<file path="src/rtl/vloop_pkg.sv">
package vloop_pkg;

  typedef enum logic {
    ST_IDLE = 1'b0,
    ST_RUN  = 1'b1
  } seq_state_e;

  typedef struct packed {
    logic src1_vec;
    logic src2_vec;
    logic dst_vec;
  } op_mode_t;

  // Scalar destination fed by a vector source: only one element may land.
  function automatic logic stops_on_first(op_mode_t m);
    return !m.dst_vec && (m.src1_vec || m.src2_vec);
  endfunction

endpackage

</file>
<file path="src/rtl/vloop_ctrl.sv">
module vloop_ctrl
  import vloop_pkg::*;
#(
  parameter int VLW = 5
) (
  input  logic           clk,
  input  logic           rst_n,
  input  logic           start,
  input  logic [VLW-1:0] start_vl,
  input  logic           elem_active,
  input  logic           elem_ready,
  input  logic           stop_on_fire,
  output logic           run,
  output logic [VLW-1:0] idx,
  output logic           at_end,
  output logic           issue
);

  seq_state_e     state_q, state_d;
  logic [VLW-1:0] idx_q, idx_d;
  logic [VLW-1:0] vl_q, vl_d;
  logic           idx_en, vl_en;

  assign run    = (state_q == ST_RUN);
  assign idx    = idx_q;
  assign at_end = run && (idx_q >= vl_q);
  assign issue  = run && !at_end && elem_active;

  always_comb begin
    state_d = state_q;
    idx_d   = idx_q;
    vl_d    = vl_q;
    idx_en  = 1'b0;
    vl_en   = 1'b0;
    unique case (state_q)
      ST_IDLE: begin
        if (start) begin
          state_d = ST_RUN;
          idx_d   = '0;
          idx_en  = 1'b1;
          vl_d    = start_vl;
          vl_en   = 1'b1;
        end
      end
      ST_RUN: begin
        if (at_end) begin
          state_d = ST_IDLE;
        end else if (!elem_active) begin
          idx_d  = idx_q + 1'b1;
          idx_en = 1'b1;
        end else if (elem_ready) begin
          idx_d  = stop_on_fire ? vl_q : idx_q + 1'b1;
          idx_en = 1'b1;
        end
      end
      default: state_d = ST_IDLE;
    endcase
  end

  always_ff @(posedge clk or negedge rst_n) begin
    if (!rst_n) begin
      state_q <= ST_IDLE;
      idx_q   <= '0;
      vl_q    <= '0;
    end else begin
      state_q <= state_d;
      if (idx_en) idx_q <= idx_d;
      if (vl_en)  vl_q  <= vl_d;
    end
  end

endmodule

</file>
<file path="src/rtl/vloop_pred.sv">
module vloop_pred #(
  parameter int VL_MAX = 16,
  parameter int VLW    = 5
) (
  input  logic [VL_MAX-1:0] mask,
  input  logic [VLW-1:0]    idx,
  output logic              active
);

  logic [VL_MAX-1:0] shifted;

  always_comb begin
    shifted = mask >> idx;
    active  = (idx < VLW'(VL_MAX)) && shifted[0];
  end

endmodule

</file>
<file path="src/rtl/vloop_regmap.sv">
module vloop_regmap #(
  parameter int REG_W = 7,
  parameter int VLW   = 5
) (
  input  logic [REG_W-1:0] base,
  input  logic             is_vec,
  input  logic [VLW-1:0]   idx,
  output logic [REG_W-1:0] reg_num
);

  logic [REG_W-1:0] offset;

  always_comb begin
    offset  = is_vec ? REG_W'(idx) : '0;
    reg_num = base + offset;
  end

endmodule

</file>
<file path="src/rtl/vloop_seq.sv">
module vloop_seq
  import vloop_pkg::*;
#(
  parameter int VL_MAX = 16,
  parameter int REG_W  = 7,
  localparam int VLW   = $clog2(VL_MAX + 1),
  localparam int IDXW  = (VL_MAX > 1) ? $clog2(VL_MAX) : 1
) (
  input  logic              clk,
  input  logic              rst_n,
  input  logic              instr_valid,
  output logic              instr_ready,
  input  logic              instr_vec,
  input  logic [VLW-1:0]    instr_vl,
  input  logic              src1_is_vec,
  input  logic              src2_is_vec,
  input  logic              dst_is_vec,
  input  logic [REG_W-1:0]  src1_base,
  input  logic [REG_W-1:0]  src2_base,
  input  logic [REG_W-1:0]  dst_base,
  input  logic              pred_en,
  input  logic [VL_MAX-1:0] pred_mask,
  output logic              elem_valid,
  input  logic              elem_ready,
  output logic [IDXW-1:0]   elem_idx,
  output logic [REG_W-1:0]  elem_src1,
  output logic [REG_W-1:0]  elem_src2,
  output logic [REG_W-1:0]  elem_dst,
  output logic              pc_advance
);

  localparam int NUM_OPS = 3;

  logic              accept;
  logic              run;
  logic              at_end;
  logic              issue;
  logic              active;
  logic [VLW-1:0]    idx;

  op_mode_t          mode_d, mode_q;
  logic [VLW-1:0]    vl_eff;
  logic [VL_MAX-1:0] mask_d, mask_q;
  logic [REG_W-1:0]  base_d [NUM_OPS];
  logic [REG_W-1:0]  base_q [NUM_OPS];
  logic [NUM_OPS-1:0] vec_flag;
  logic [REG_W-1:0]  reg_out [NUM_OPS];

  assign instr_ready = !run;
  assign accept      = instr_valid && instr_ready;

  // Normalise the incoming instruction: a plain instruction is a
  // one-element all-scalar loop with every element enabled.
  always_comb begin
    if (instr_vec) begin
      mode_d.src1_vec = src1_is_vec;
      mode_d.src2_vec = src2_is_vec;
      mode_d.dst_vec  = dst_is_vec;
      vl_eff          = (instr_vl > VLW'(VL_MAX)) ? VLW'(VL_MAX) : instr_vl;
      mask_d          = pred_en ? pred_mask : '1;
    end else begin
      mode_d = '0;
      vl_eff = VLW'(1);
      mask_d = '1;
    end
    base_d[0] = src1_base;
    base_d[1] = src2_base;
    base_d[2] = dst_base;
  end

  always_ff @(posedge clk or negedge rst_n) begin
    if (!rst_n) begin
      mode_q <= '0;
      mask_q <= '0;
      for (int k = 0; k < NUM_OPS; k++) base_q[k] <= '0;
    end else if (accept) begin
      mode_q <= mode_d;
      mask_q <= mask_d;
      for (int k = 0; k < NUM_OPS; k++) base_q[k] <= base_d[k];
    end
  end

  assign vec_flag = {mode_q.dst_vec, mode_q.src2_vec, mode_q.src1_vec};

  vloop_ctrl #(.VLW(VLW)) u_ctrl (
    .clk         (clk),
    .rst_n       (rst_n),
    .start       (accept),
    .start_vl    (vl_eff),
    .elem_active (active),
    .elem_ready  (elem_ready),
    .stop_on_fire(stops_on_first(mode_q)),
    .run         (run),
    .idx         (idx),
    .at_end      (at_end),
    .issue       (issue)
  );

  vloop_pred #(.VL_MAX(VL_MAX), .VLW(VLW)) u_pred (
    .mask  (mask_q),
    .idx   (idx),
    .active(active)
  );

  for (genvar g = 0; g < NUM_OPS; g++) begin : g_op
    vloop_regmap #(.REG_W(REG_W), .VLW(VLW)) u_map (
      .base   (base_q[g]),
      .is_vec (vec_flag[g]),
      .idx    (idx),
      .reg_num(reg_out[g])
    );
  end

  assign elem_valid = issue;
  assign elem_idx   = idx[IDXW-1:0];
  assign elem_src1  = reg_out[0];
  assign elem_src2  = reg_out[1];
  assign elem_dst   = reg_out[2];
  assign pc_advance = at_end;

endmodule

</file>
<file path="config.mk">
export PLATFORM = sky130hd
export DESIGN_NAME = vloop_seq
export DESIGN_NICKNAME = d
export VERILOG_FILES = /design/src/rtl/vloop_pkg.sv /design/src/rtl/vloop_ctrl.sv /design/src/rtl/vloop_pred.sv /design/src/rtl/vloop_regmap.sv /design/src/rtl/vloop_seq.sv
export SDC_FILE = /design/constraint.sdc
export NUM_CORES = 1
export LEC_CHECK = 0
export ABC_AREA = 1
export CAP_MARGIN = 20
export CORE_MARGIN = 10
export CORE_UTILIZATION = 45
export DETAILED_ROUTE_END_ITERATION = 6
export PLACE_DENSITY = 0.83
export SLEW_MARGIN = 15
export SYNTH_ARGS = -nofsm -noshare
export SYNTH_HDL_FRONTEND = slang
export SYNTH_SLANG_ARGS = --single-unit
export TNS_END_PERCENT = 5
</file>
<file path="constraint.sdc">
create_clock -name clk -period 2.46 [get_ports clk]
set_clock_uncertainty 0.2 [all_clocks]
set_input_delay 0.369 -clock clk [delete_from_list [all_inputs] [get_ports clk]]
set_output_delay 0.369 -clock clk [all_outputs]
set_load 0.005 [all_outputs]
</file>
* After elaboration in Yosys (flattened, before gate mapping)
Cells that the tools add are included.
** Word-level totals
- Output and inout bits :: 28
- Register bits after elaboration :: 51
- Input port bits :: 51
- Logic and storage cells :: 56
** Operators by class
- Eq/ne operators :: 3
- Reduce and logical (&&, ||, !) cells :: 12
- Shifts and indexed selects :: 1
- Order comparisons :: 3
- Bitwise logic cells :: 1
- Mux-type cells :: 22
- Add/subtract/negate cells :: 4
** Operators with widths (number)
- two-way mux 5 bit :: 10
- two-way mux 16 bit :: 2
- adder 7 bit :: 3
- right shift 16 x 5 -> 1 bit :: 1
- one-hot mux 5 bit (2 select lines) :: 1
- logical AND 1 bit :: 6
- two-way mux 1 bit :: 6
- adder 5 x 1 -> 5 bit, second input constant :: 1
- greater-or-equal comparator 5 bit :: 1
- greater-than comparator 5 bit, second input constant :: 1
- less-than comparator 5 bit, second input constant :: 1
- inequality test 2 bit, second input constant :: 2
- one-hot mux 1 bit (2 select lines) :: 2
- AND reduction 4 bit :: 1
- zero test 1 bit :: 3
- two-way mux 3 bit :: 1
- inequality test 3 bit, second input constant :: 1
- AND reduction 3 bit :: 1
- logical OR 1 bit :: 1
- inverter 1 bit :: 1

* Longest topological paths before layout
Gate-level depths: netlist of the first run.
- Depth after elaboration :: 7
- Depth in mapped cells :: 11
- Depth with buffers taken out :: 10

* Modules after synthesis
A second synthesis of the first run with hierarchy kept.
** Second synthesis, totals
- Cells, all modules :: 503
- Area, all modules :: 3512.1 um^2
** Modules (own cells, without submodules)
- vloop_seq :: cells an instance 189, instances 1, sequential area each 1001.0 um^2, area an instance 1672.9 um^2
- vloop_regmap :: cells an instance 56, instances 3, sequential area each 0.0 um^2, area an instance 297.8 um^2
- vloop_ctrl :: cells an instance 98, instances 1, sequential area each 275.3 um^2, area an instance 744.5 um^2
- vloop_pred :: cells an instance 48, instances 1, sequential area each 0.0 um^2, area an instance 201.4 um^2

* Worst setup path after synthesis of the first run
OpenSTA, ideal clock, no wires.
- Path kind :: register to output
- Start point :: reg u_ctrl.idx_q[0] (netlist: u_ctrl.idx[0])
- End point :: out elem_src1[6]
- Cell stages (with the launch flop) :: 12
- Path buffers :: 2
- Slack :: -0.114 ns
- Arrival time :: 2.005 ns
- Required time :: 1.891 ns
- Cells stage by stage :: dfrtp_1 -> buf_6 -> buf_6 -> nand2_1 -> inv_1 -> ha_1 -> fa_1 -> a21o_1 -> a21oi_1 -> nor2_1 -> o21ai_1 -> xnor2_1
** Between the ends
- Longest elaborated chain between the ends :: 2
** Ends and longest elaborated chain
- from (decl) :: RTL line vloop_ctrl.sv:20 : logic [VLW-1:0] idx_q, idx_d;
- from (signal assigned) :: RTL line vloop_ctrl.sv:67 : if (idx_en) idx_q <= idx_d;
- two-way mux 5 bit :: RTL line vloop_regmap.sv:14 : offset = is_vec ? REG_W'(idx) : '0;
- adder 7 bit :: RTL line vloop_regmap.sv:15 : reg_num = base + offset;
- to (decl) :: RTL line vloop_seq.sv:26 : output logic [REG_W-1:0] elem_src1,
No other way between the ends.

* Worst setup path after layout of the first run
- Start point :: reg u_ctrl.idx_q[0] (netlist: u_ctrl.idx[0])
- End point :: out elem_src2[6]
** Between the ends
- Longest elaborated chain between the ends :: 2
** Ends and longest elaborated chain
- two-way mux 5 bit :: RTL line vloop_regmap.sv:14
- adder 7 bit :: RTL line vloop_regmap.sv:15
- to (decl) :: RTL line vloop_seq.sv:27 : output logic [REG_W-1:0] elem_src2,
No other way between the ends.

==> impl_metrics.json, run 1 <==
{
  "synth.yosys.seq_area_share": 0.3949,
  "yosys.area_share.simple": 0.2427,
  "ys_warn_count": 0,
  "setup_viol": 14,
  "synth_top_family_by_area": "simple AND/OR/NAND/NOR gates",
  "path_class": "flop to primary output",
  "grt_pass1_vias": 3182,
  "drc": 0,
  "fin_crit_sh": 1.153,
  "drive_gt1_frac": 0.2261,
  "mostFrequentLayoutCell": "nand2_1",
  "die_area_um2": 10970,
  "cts_tree": "done",
  "worstHoldPathCells": 2,
  "tightest_slew_ns": 0.6671,
  "rr_startpoint": "u_ctrl.idx[0]",
  "ir_worst_vdd_mv": 0.5744,
  "synthCells": 409,
  "synth_compound_area_frac": 0.1200,
  "die_width_um": 104.7,
  "cp-start-kind": "flop",
  "max_slew_margin": 0.5553,
  "nNetsFinal": 597,
  "worstHoldStart": "base_q[11]",
  "dieHeight_um": 104.7,
  "grt_max_degree": 52,
  "fmax_ghz": 0.3524,
  "arrival_ns": 2.27,
  "cap_violations": 0,
  "synthesis.nets": 484,
  "p_leak_nw": 2.407,
  "drv_slew": 0,
  "gr-total-overflow": 0,
  "antenna_cells_inserted": 0,
  "violations": "negative setup slack",
  "fin_ws_ns": -0.3775,
  "cts.path.max_buffers": 2,
  "r2r_slack_ns": 0.25,
  "total_power_mw": 5.321,
  "htree_levels": 2,
  "synth_cell_types": 30,
  "worst_ep_required_time_ns": 1.89,
  "post_layout_nonfiller_instances": 618,
  "ys.flop_type": "dfrtp_1",
  "synth_area_per_cell_um2": 7.902,
  "synth-edff-count": 0,
  "drtIter0Drc": 65,
  "dr.pass1.iters": 4,
  "ys_async_sr_fraction": 1.000,
  "hold_class": "flop to flop",
  "crit_fanout": 3,
  "synth_area_um2": 3232,
  "track_usage": 0.1549,
  "period_needed_ns": 2.837,
  "clk-insertion-delay-late_ns": 0.31,
  "dp_slack_ns": -0.3685,
  "synthMuxAreaShare": 0,
  "ff2ff_path_depth": 12,
  "status": "finished, violations left",
  "antenna_found_initial": 0,
  "grt_pass1_wl_mm": 14.37,
  "timing.rr.end": "u_ctrl.idx[2]",
  "fin_util": 0.6628,
  "wire_per_inst_um": 13.97,
  "rows": 30,
  "via_per_inst": 4.850,
  "clk_pin_slew_ns": 0.09,
  "power_density_nw_per_um2": 1169,
  "cts_sinks": 51,
  "final_cell_mix": "nand2_1, clkdlybuf4s50_1, dfrtp_1",
  "synth_top_area_frac": 0.3949,
  "drtAntennaViolNets": 0,
  "rsz0062_at_grt": "yes",
  "via_count": 2997,
  "cp-end-kind": "primary output",
  "synth_xor_area_frac": 0.04878,
  "synth_area_leader_cell": "dfrtp_1",
  "synthToLayoutAreaGrowth_pct": 40.88,
  "ios": 79,
  "gp_congestion": 0.8517,
  "ys_seq_elements": 51,
  "start_util": 0.4705,
  "fill_cells": 574,
  "fp.coreArea_um2": 6869,
  "finalSetupTns_ns": -2.890,
  "synthTopCellsByArea": "dfrtp_1, nand2_1, ha_1, inv_1, o21ai_0",
  "min_to": "base_q[11]",
  "hold_viol": 0,
  "cts_made_buffers": 5,
  "clockRootBuffer": "clkbuf_8",
  "routed_wl_mm": 8.633,
  "placedCellCount": 602,
  "portBuffers": 78,
  "dp_hpwl_mm": 6.612,
  "synthAdderAreaFrac": 0.09988
}
-- critical path: stages, from the launching register on --
cell	delay (ns)
dfrtp_1	0.42
buf_6	0.14
nand2_4	0.04
inv_2	0.04
ha_4	0.16
fa_2	0.36
a21o_1	0.19
a21oi_2	0.15
nor2_1	0.06
o21ai_1	0.14
xnor2_1	0.13
buf_2	0.13
-- power breakdown --
part | internal, mW | leakage (nW) | switching, mW
Sequential | 1.24 | 0.624 | 0.256
Clock | 0.299 | 0.0513 | 0.275
Combinational | 1.56 | 1.73 | 1.70
-- flip-flops by register name, summed over array words and instances, names as in the netlist --
name	flops
base_q	21
mask_q	16
u_ctrl.idx	5
u_ctrl.vl_q	5
mode_q	3
u_ctrl.run	1
-- how the worst max path moves through the flow --
stage	from	endpoint	slack [ns]	cells after the start
4_1_cts	u_ctrl.idx[0]	elem_src2[6]	-0.37	11
3_3_place_gp	u_ctrl.idx[0]	elem_src1[6]	-0.33	10
5_1_grt	u_ctrl.idx[0]	elem_src2[6]	-0.48	11
6_report	u_ctrl.idx[0]	elem_src2[6]	-0.38	11
2_1_floorplan	u_ctrl.idx[0]	elem_src1[6]	-0.03	11
3_5_place_dp	u_ctrl.idx[0]	elem_src1[6]	-0.37	10
-- kinds of logic (layout without fill, tap and decap cells) --
kind of cell,after synthesis,in the layout
xor gates and xnor gates,18,18
DFF,51,51
and+or+nand+nor,175,175
adders and majority gates,24,24
AOI/OAI and AO/OA,70,70
buffers and inverters,71,184
-- synthesized netlist by cell type, types with 3 or more instances --
| library cell | count |
|---|---|
| a21o_1 | 3 |
| inv_2 | 5 |
| nand2_4 | 3 |
| inv_1 | 45 |
| o21ai_2 | 5 |
| xnor2_1 | 7 |
| xor2_1 | 11 |
| a21oi_1 | 12 |
| nand3_1 | 22 |
| nand2_1 | 123 |
| ha_1 | 21 |
| clkbuf_1 | 10 |
| buf_4 | 4 |
| dfrtp_1 | 51 |
| fa_1 | 3 |
| o21ai_1 | 21 |
| o21ai_0 | 25 |
| nand3_2 | 7 |
| nand2_2 | 4 |
| buf_2 | 3 |
| nor2_1 | 12 |
-- per-layer routing --
| metal | vias to the layer above | wire length [um] | global-route usage |
|---|---|---|---|
| li1 | 1517 | - | - |
| met1 | 1407 | 3590 | 0.1718 |
| met2 | 67 | 4637 | 0.2940 |
| met3 | 6 | 337 | 0.03378 |
| met4 | 0 | 68 | 0.03039 |
| met5 | - | 0 | 0 |
-- timing repair --
item / CTS / global route
setup buffers: 4 / 4
hold endpoints to repair: 51 / 0
hold buffers: 1 / 0
gates resized for setup: 68 / 18
pin swaps: 15 / 16
endpoints found under the setup margin: 20 / 17
-- final cells by class --
cell class / count / area [um^2] / share of cell area
tap: 96 / 120.1 / 0.02638
sequential: 51 / 1276 / 0.2803
multi-input combinational: 287 / 1770 / 0.3888
timing repair buffer: 126 / 1090 / 0.2394
clock buffer: 6 / 72.57 / 0.01594
inverter: 51 / 193.9 / 0.04259
clock inverter: 1 / 30.03 / 0.006595
-- through the flow --
stage | area (um^2) | hold WS [ns]
3_3_place_gp | 4330 | 0.2735
2_1_floorplan | 3251 | -0.1266
3_5_place_dp | 4330 | 0.2784
6_report | 4553 | 0.2997
5_1_grt | 4553 | 0.3433
4_1_cts | 4472 | 0.3020
Note: power is estimated with default switching activity, not from simulation.
==> run 2: changes to the inputs <==
GPL_TIMING_DRIVEN = 1   (was default)
SKIP_CTS_REPAIR_TIMING = 1   (was default)
==> run 2 against run 1 <==
The flow finishes with violations (negative hold slack, negative setup slack). Design area decreased by 0.69%. Highest routed layer unchanged. Combinational power barely moved. Via count rose by 0.10%. Cell count fell by 0.49%. Core utilization shrank 0.46 points. Critical endpoint is now elem_src1[4]. Routed wire length is 1.0% lower. Die area stayed put. Largest power group unchanged. Worst hold slack worse by 0.35 ns.
==> impl_metrics.json, run 2 (same netlist as run 1, synthesis figures left out) <==
{
  "total_power_mw": 5.294,
  "final_cell_mix": "nand2_1, clkdlybuf4s50_1, dfrtp_1",
  "top_regs": "base_q x21, mask_q x16",
  "dp_slack_ns": -0.3685,
  "gp_congestion": 0.8517,
  "tightest_slew_ns": 0.6575,
  "dieHeight_um": 104.7,
  "die_width_um": 104.7,
  "wire_per_inst_um": 13.90,
  "p_leak_nw": 2.435,
  "cts_tree": "done",
  "drv_slew": 0,
  "drc": 0,
  "clk-insertion-delay-late_ns": 0.30,
  "crit_fanout": 3,
  "top_register": "base_q",
  "ff2ff_path_depth": 10,
  "drtAntennaViolNets": 0,
  "sw_frac_of_total": 0.4155,
  "routed_wl_mm": 8.547,
  "htree_levels": 2,
  "clk_pin_slew_ns": 0.09,
  "antenna_cells_inserted": 0,
  "switchingPower_mw": 2.200,
  "status": "finished, violations left",
  "power_density_nw_per_um2": 1171,
  "grt_pass1_wl_mm": 14.16,
  "ir_worst_vdd_mv": 0.5487,
  "cp-end-kind": "primary output",
  "internal_power_mw": 3.094,
  "rsz0062_at_grt": "yes",
  "path_class": "flop to primary output",
  "nNetsFinal": 594,
  "max_slew_margin": 0.5617,
  "dp_hpwl_mm": 6.612,
  "worst_hold_slack_ns": -0.04702,
  "clockRootBuffer": "clkbuf_8",
  "p_seq_frac": 0.280,
  "cap_violations": 0,
  "violations": "negative hold slack, negative setup slack",
  "via_count": 3000,
  "placed_area_um2": 4330,
  "cts.path.max_buffers": 2,
  "hold_class": "input port to asynchronous set/reset pin",
  "rr_startpoint": "u_ctrl.idx[1]",
  "stdcell_area_um2": 4522,
  "fin_crit_sh": 1.169,
  "dr.pass1.iters": 4,
  "cts_made_buffers": 5,
  "antenna_found_initial": 0,
  "start_util": 0.4705,
  "die_area_um2": 10970,
  "largest_reg_flops": 21,
  "setup_viol": 16,
  "grt_pass1_vias": 3129,
  "fp.coreArea_um2": 6869,
  "period_needed_ns": 2.875,
  "hold_viol": 51,
  "fmax_ghz": 0.3479,
  "ios": 79,
  "mostFrequentLayoutCell": "nand2_1",
  "r2r_slack_ns": 0.32,
  "timing.rr.end": "u_ctrl.idx[2]",
  "track_usage": 0.1519,
  "portBuffers": 78,
  "p_comb_frac": 0.612,
  "fin_ws_ns": -0.4146,
  "fin_util": 0.6583,
  "drive_gt1_frac": 0.2158,
  "arrival_ns": 2.31,
  "grt_max_degree": 52,
  "cp-start-kind": "flop",
  "cts_sinks": 51,
  "gr-total-overflow": 0,
  "clockPowerShare": 0.108,
  "rows": 30,
  "drtIter0Drc": 62,
  "worst_ep_required_time_ns": 1.89,
  "synthToLayoutAreaGrowth_pct": 39.91,
  "via_per_inst": 4.878
}
## run 2: cell types whose count changed in the layout (fill, tap and decap cells not counted), sizes merged, moves of 2 or more
cell	delta
dlygate4sd2	-5
buf	-5
clkdlybuf4s50	+2
dlymetal6s2s	+6
clkdlybuf4s15	-2
clkbuf	+2
## run 2: final cells by class
cell class	instances	area, um^2
Fill cell	582	2347
Multi-Input combinational cell	287	1753
Sequential cell	51	1276
Timing Repair Buffer	123	1076
Inverter	51	193.9
Tap cell	96	120.1
Clock buffer	6	72.57
Clock inverter	1	30.03
## run 2: power by group through the flow
stage	registers, mW	clock network (mW)	logic [mW]
final	1.48	0.571	3.24
after global routing	1.53	0.612	3.64
after CTS	1.47	0.587	3.31
after detailed placement	1.49	0	3.28
after global placement	1.47	0	3.17
after floorplan	1.43	0	1.89
## run 2: metrics by stage
step / cells / TNS, ns
detailed placement: 602 / -2.805
global route: 615 / -5.166
finish: 615 / -3.439
CTS: 609 / -9.234
global placement: 602 / -2.291
floorplan: 409 / -0.05036
## run 2: how the worst max path moves through the flow
stage	from	end	cells past startpoint
after floorplan	u_ctrl.idx[0]	elem_src1[6]	11
after global placement	u_ctrl.idx[0]	elem_src1[6]	10
after detailed placement	u_ctrl.idx[0]	elem_src1[6]	10
after CTS	u_ctrl.idx[0]	elem_src1[6]	10
after global routing	u_ctrl.idx[0]	elem_src1[6]	11
final	u_ctrl.idx[0]	elem_src1[4]	11
## run 2: layer usage
| metal | share of wire | vias up | track usage |
|---|---|---|---|
| li1 | - | 1512 | - |
| met1 | 0.42 | 1421 | 0.1666 |
| met2 | 0.54 | 61 | 0.2883 |
| met3 | 0.035 | 6 | 0.03624 |
| met4 | 0.0080 | 0 | 0.03039 |
| met5 | 0 | - | 0 |
## run 2: critical path, stage by stage (launching register included)
cell     delay [ns]
dfrtp_1        0.42
buf_6          0.13
nand2_1        0.07
inv_2          0.05
ha_4           0.16
fa_2           0.37
a21o_1         0.18
a21oi_2        0.16
buf_4          0.12
buf_4          0.09
xor2_1         0.13
buf_2          0.13
==> run 3: changes to the inputs <==
CAP_MARGIN = default   (was 20)
PLACE_DENSITY = 0.82   (was 0.83)
SYNTH_HIERARCHICAL = 1   (was default)
==> run 3 against run 2 <==
The run ends with negative setup slack left. Global-route usage fell by 0.14 points. Count of clock-buffer cells in the layout did not move. Cell count rose by 15%. Critical path depth fell by 4. Sequential cell count did not move. Worst setup slack improved by 0.17 ns. Highest routed layer unchanged.
==> impl_metrics.json, run 3 <==
{
  "finalSetupTns_ns": -0.3006,
  "top_register": "base_q",
  "crit_family": "buffers and inverters",
  "ir_worst_vdd_mv": 0.7093,
  "path_cells": "buf_12 -> ha_1 -> nand2_1 -> nor2_1 -> nand2_2 -> a21oi_1 -> clkdlybuf4s50_1",
  "top_regs": "base_q x21, mask_q x16",
  "synth.yosys.seq_area_share": 0.3634,
  "antenna_cells_inserted": 0,
  "synth_area_leader_cell": "dfrtp_1",
  "ys_warn_count": 6,
  "synthToLayoutAreaGrowth_pct": 37.23,
  "synth_area_um2": 3512,
  "die_width_um": 108.3,
  "fmax_ghz": 0.3699,
  "synthesis.nets": 578,
  "dp_hpwl_mm": 6.885,
  "fin_crit_sh": 1.099,
  "setup_viol": 3,
  "gp_congestion": 0.8914,
  "ys.flop_type": "dfrtp_1",
  "worst_ep_required_time_ns": 1.89,
  "synth_top_area_frac": 0.3634,
  "drc": 0,
  "grt_max_degree": 56,
  "synthTopCellsByArea": "dfrtp_1, nand2_1, inv_1, ha_1, nand3_1",
  "violations": "negative setup slack",
  "dieHeight_um": 108.3,
  "synth_most_common_cell": "nand2_1",
  "final_cell_mix": "nand2_1, inv_1, clkdlybuf4s50_1",
  "cp_slowest_cell": "clkdlybuf4s50_1",
  "clk-insertion-delay-late_ns": 0.30,
  "crit_buf_inv": 2,
  "cap_violations": 0,
  "mostFrequentLayoutCell": "nand2_1",
  "drtIter0Drc": 148,
  "max_stage_delay_ns": 0.52,
  "drive_gt1_frac": 0.1609,
  "tightest_slew_ns": 0.6314,
  "synth_area_per_cell_um2": 6.982,
  "period_needed_ns": 2.703,
  "largest_reg_flops": 21,
  "hold_viol": 0,
  "drv_slew": 0,
  "crit_fanout": 10,
  "path_class": "flop to primary output",
  "synth_cell_types": 27,
  "start_util": 0.4593,
  "dp_slack_ns": -0.1508,
  "hold_class": "flop to flop",
  "die_area_um2": 11740,
  "rows": 32,
  "cts_tree": "done",
  "via_per_inst": 4.740,
  "cp-end-kind": "primary output",
  "power_density_nw_per_um2": 1064,
  "clockRootBuffer": "clkbuf_8",
  "portBuffers": 78,
  "nNetsFinal": 677,
  "rsz0062_at_grt": "yes",
  "routed_wl_mm": 9.042,
  "htree_levels": 2,
  "status": "finished, violations left",
  "dr.pass1.iters": 5,
  "ys_async_sr_fraction": 1.000,
  "arrival_ns": 2.13,
  "cts.path.max_buffers": 2,
  "ios": 79,
  "synthCells": 503,
  "synth-edff-count": 0,
  "ys_seq_elements": 51,
  "wire_per_inst_um": 12.83,
  "clk_pin_slew_ns": 0.09,
  "track_usage": 0.1505,
  "grt_pass1_vias": 3331,
  "drtAntennaViolNets": 0,
  "p_leak_nw": 2.718,
  "fp.coreArea_um2": 7647,
  "cts_sinks": 51,
  "via_count": 3342,
  "max_slew_margin": 0.5791,
  "grt_pass1_wl_mm": 14.72,
  "antenna_found_initial": 0,
  "cts_made_buffers": 5,
  "synthTopCellsByCount": "nand2_1, inv_1, dfrtp_1",
  "fin_ws_ns": -0.2432,
  "cp-start-kind": "flop",
  "gr-total-overflow": 0
}
run 3: cell types whose count changed after synthesis, sizes merged, moves of 9 or more:
| cell | previous run | this run |
|---|---|---|
| clkbuf | 10 | 1 |
| inv | 51 | 84 |
| nand2 | 130 | 201 |
| nor2 | 12 | 40 |
| o21ai | 51 | 22 |
| xor2 | 11 | 0 |
run 3: worst paths after layout:
check | from | to | slack, ns | cells past startpoint
setup / recovery | u_ctrl/idx[1] | pc_advance | -0.24 | 7
min in group asynchronous | rst_n | base_q[12] | 0.43 | 2
max in group asynchronous | rst_n | u_ctrl/idx[2] | 1.05 | 3
hold / removal | mask_q[14] | mask_q[14] | 0.29 | 2
hold reg to reg | mask_q[14] | mask_q[14] | 0.29 | 2
setup reg to reg | u_ctrl/idx[0] | u_ctrl/idx[1] | 0.22 | 16
run 3: power by group:
| part | internal [mW] | leakage [nW] | switching [mW] | total (mW) |
|---|---|---|---|---|
| Clock | 0.329 | 0.0612 | 0.275 | 0.605 |
| Combinational | 1.44 | 2.04 | 1.51 | 2.95 |
| Sequential | 1.24 | 0.613 | 0.337 | 1.58 |
| Total | 3.00 | 2.72 | 2.12 | 5.13 |
run 3: per-layer routing:
metal  vias to the layer above  global-route usage  part of all wire
li1                       1735                   -                 -
met1                      1523              0.1814              0.43
met2                        78              0.2612              0.50
met3                         6             0.04640             0.065
met4                         0             0.02637            0.0034
met5                         -                   0                 0
run 3: through the flow:
step | total power, mW | utilization | hold WS [ns] | instances | area, um^2
2_1_floorplan | 3.154 | - | -0.1266 | 503 | 3512
3_3_place_gp | 4.328 | 0.5884 | 0.2033 | 693 | 4499
3_5_place_dp | 4.416 | 0.5884 | 0.2304 | 693 | 4499
4_1_cts | 5.042 | 0.6037 | -0.1088 | 701 | 4617
5_1_grt | 5.620 | 0.6302 | 0.3320 | 705 | 4820
6_report | 5.127 | 0.6302 | 0.2948 | 705 | 4820
run 3: final cells by class:
| class | instances | area, um^2 |
|---|---|---|
| Tap cell | 102 | 127.6 |
| Timing Repair Buffer | 103 | 989.7 |
| Clock buffer | 6 | 82.58 |
| Fill cell | 651 | 2828 |
| Sequential cell | 51 | 1279 |
| Multi-Input combinational cell | 356 | 1983 |
| Clock inverter | 2 | 35.03 |
| Inverter | 85 | 322.8 |
run 3: cells by family after synthesis:
logic type	Yosys count	synth area share
and+or+nand+nor	283	0.3406
buffers and inverters	96	0.1201
DFF	51	0.3634
AOI/OAI and AO/OA	38	0.05593
adders and majority gates	24	0.09191
xor gates and xnor gates	10	0.02494
muxes	1	0.003206
run 3: worst register-to-register path, stage by stage, from the launching register on:
cell and delay, ns:
dfrtp_2 0.44, buf_4 0.15, buf_6 0.13, inv_2 0.11, nand2_1 0.06, nand2_1 0.05, nand2_1 0.04, nand3_1 0.06
nand3_1 0.08, a21oi_2 0.16, buf_4 0.15, nand2_4 0.08, clkinv_2 0.07, o21ai_0 0.07, a21oi_1 0.16, nand3_1 0.10
nand2_1 0.07
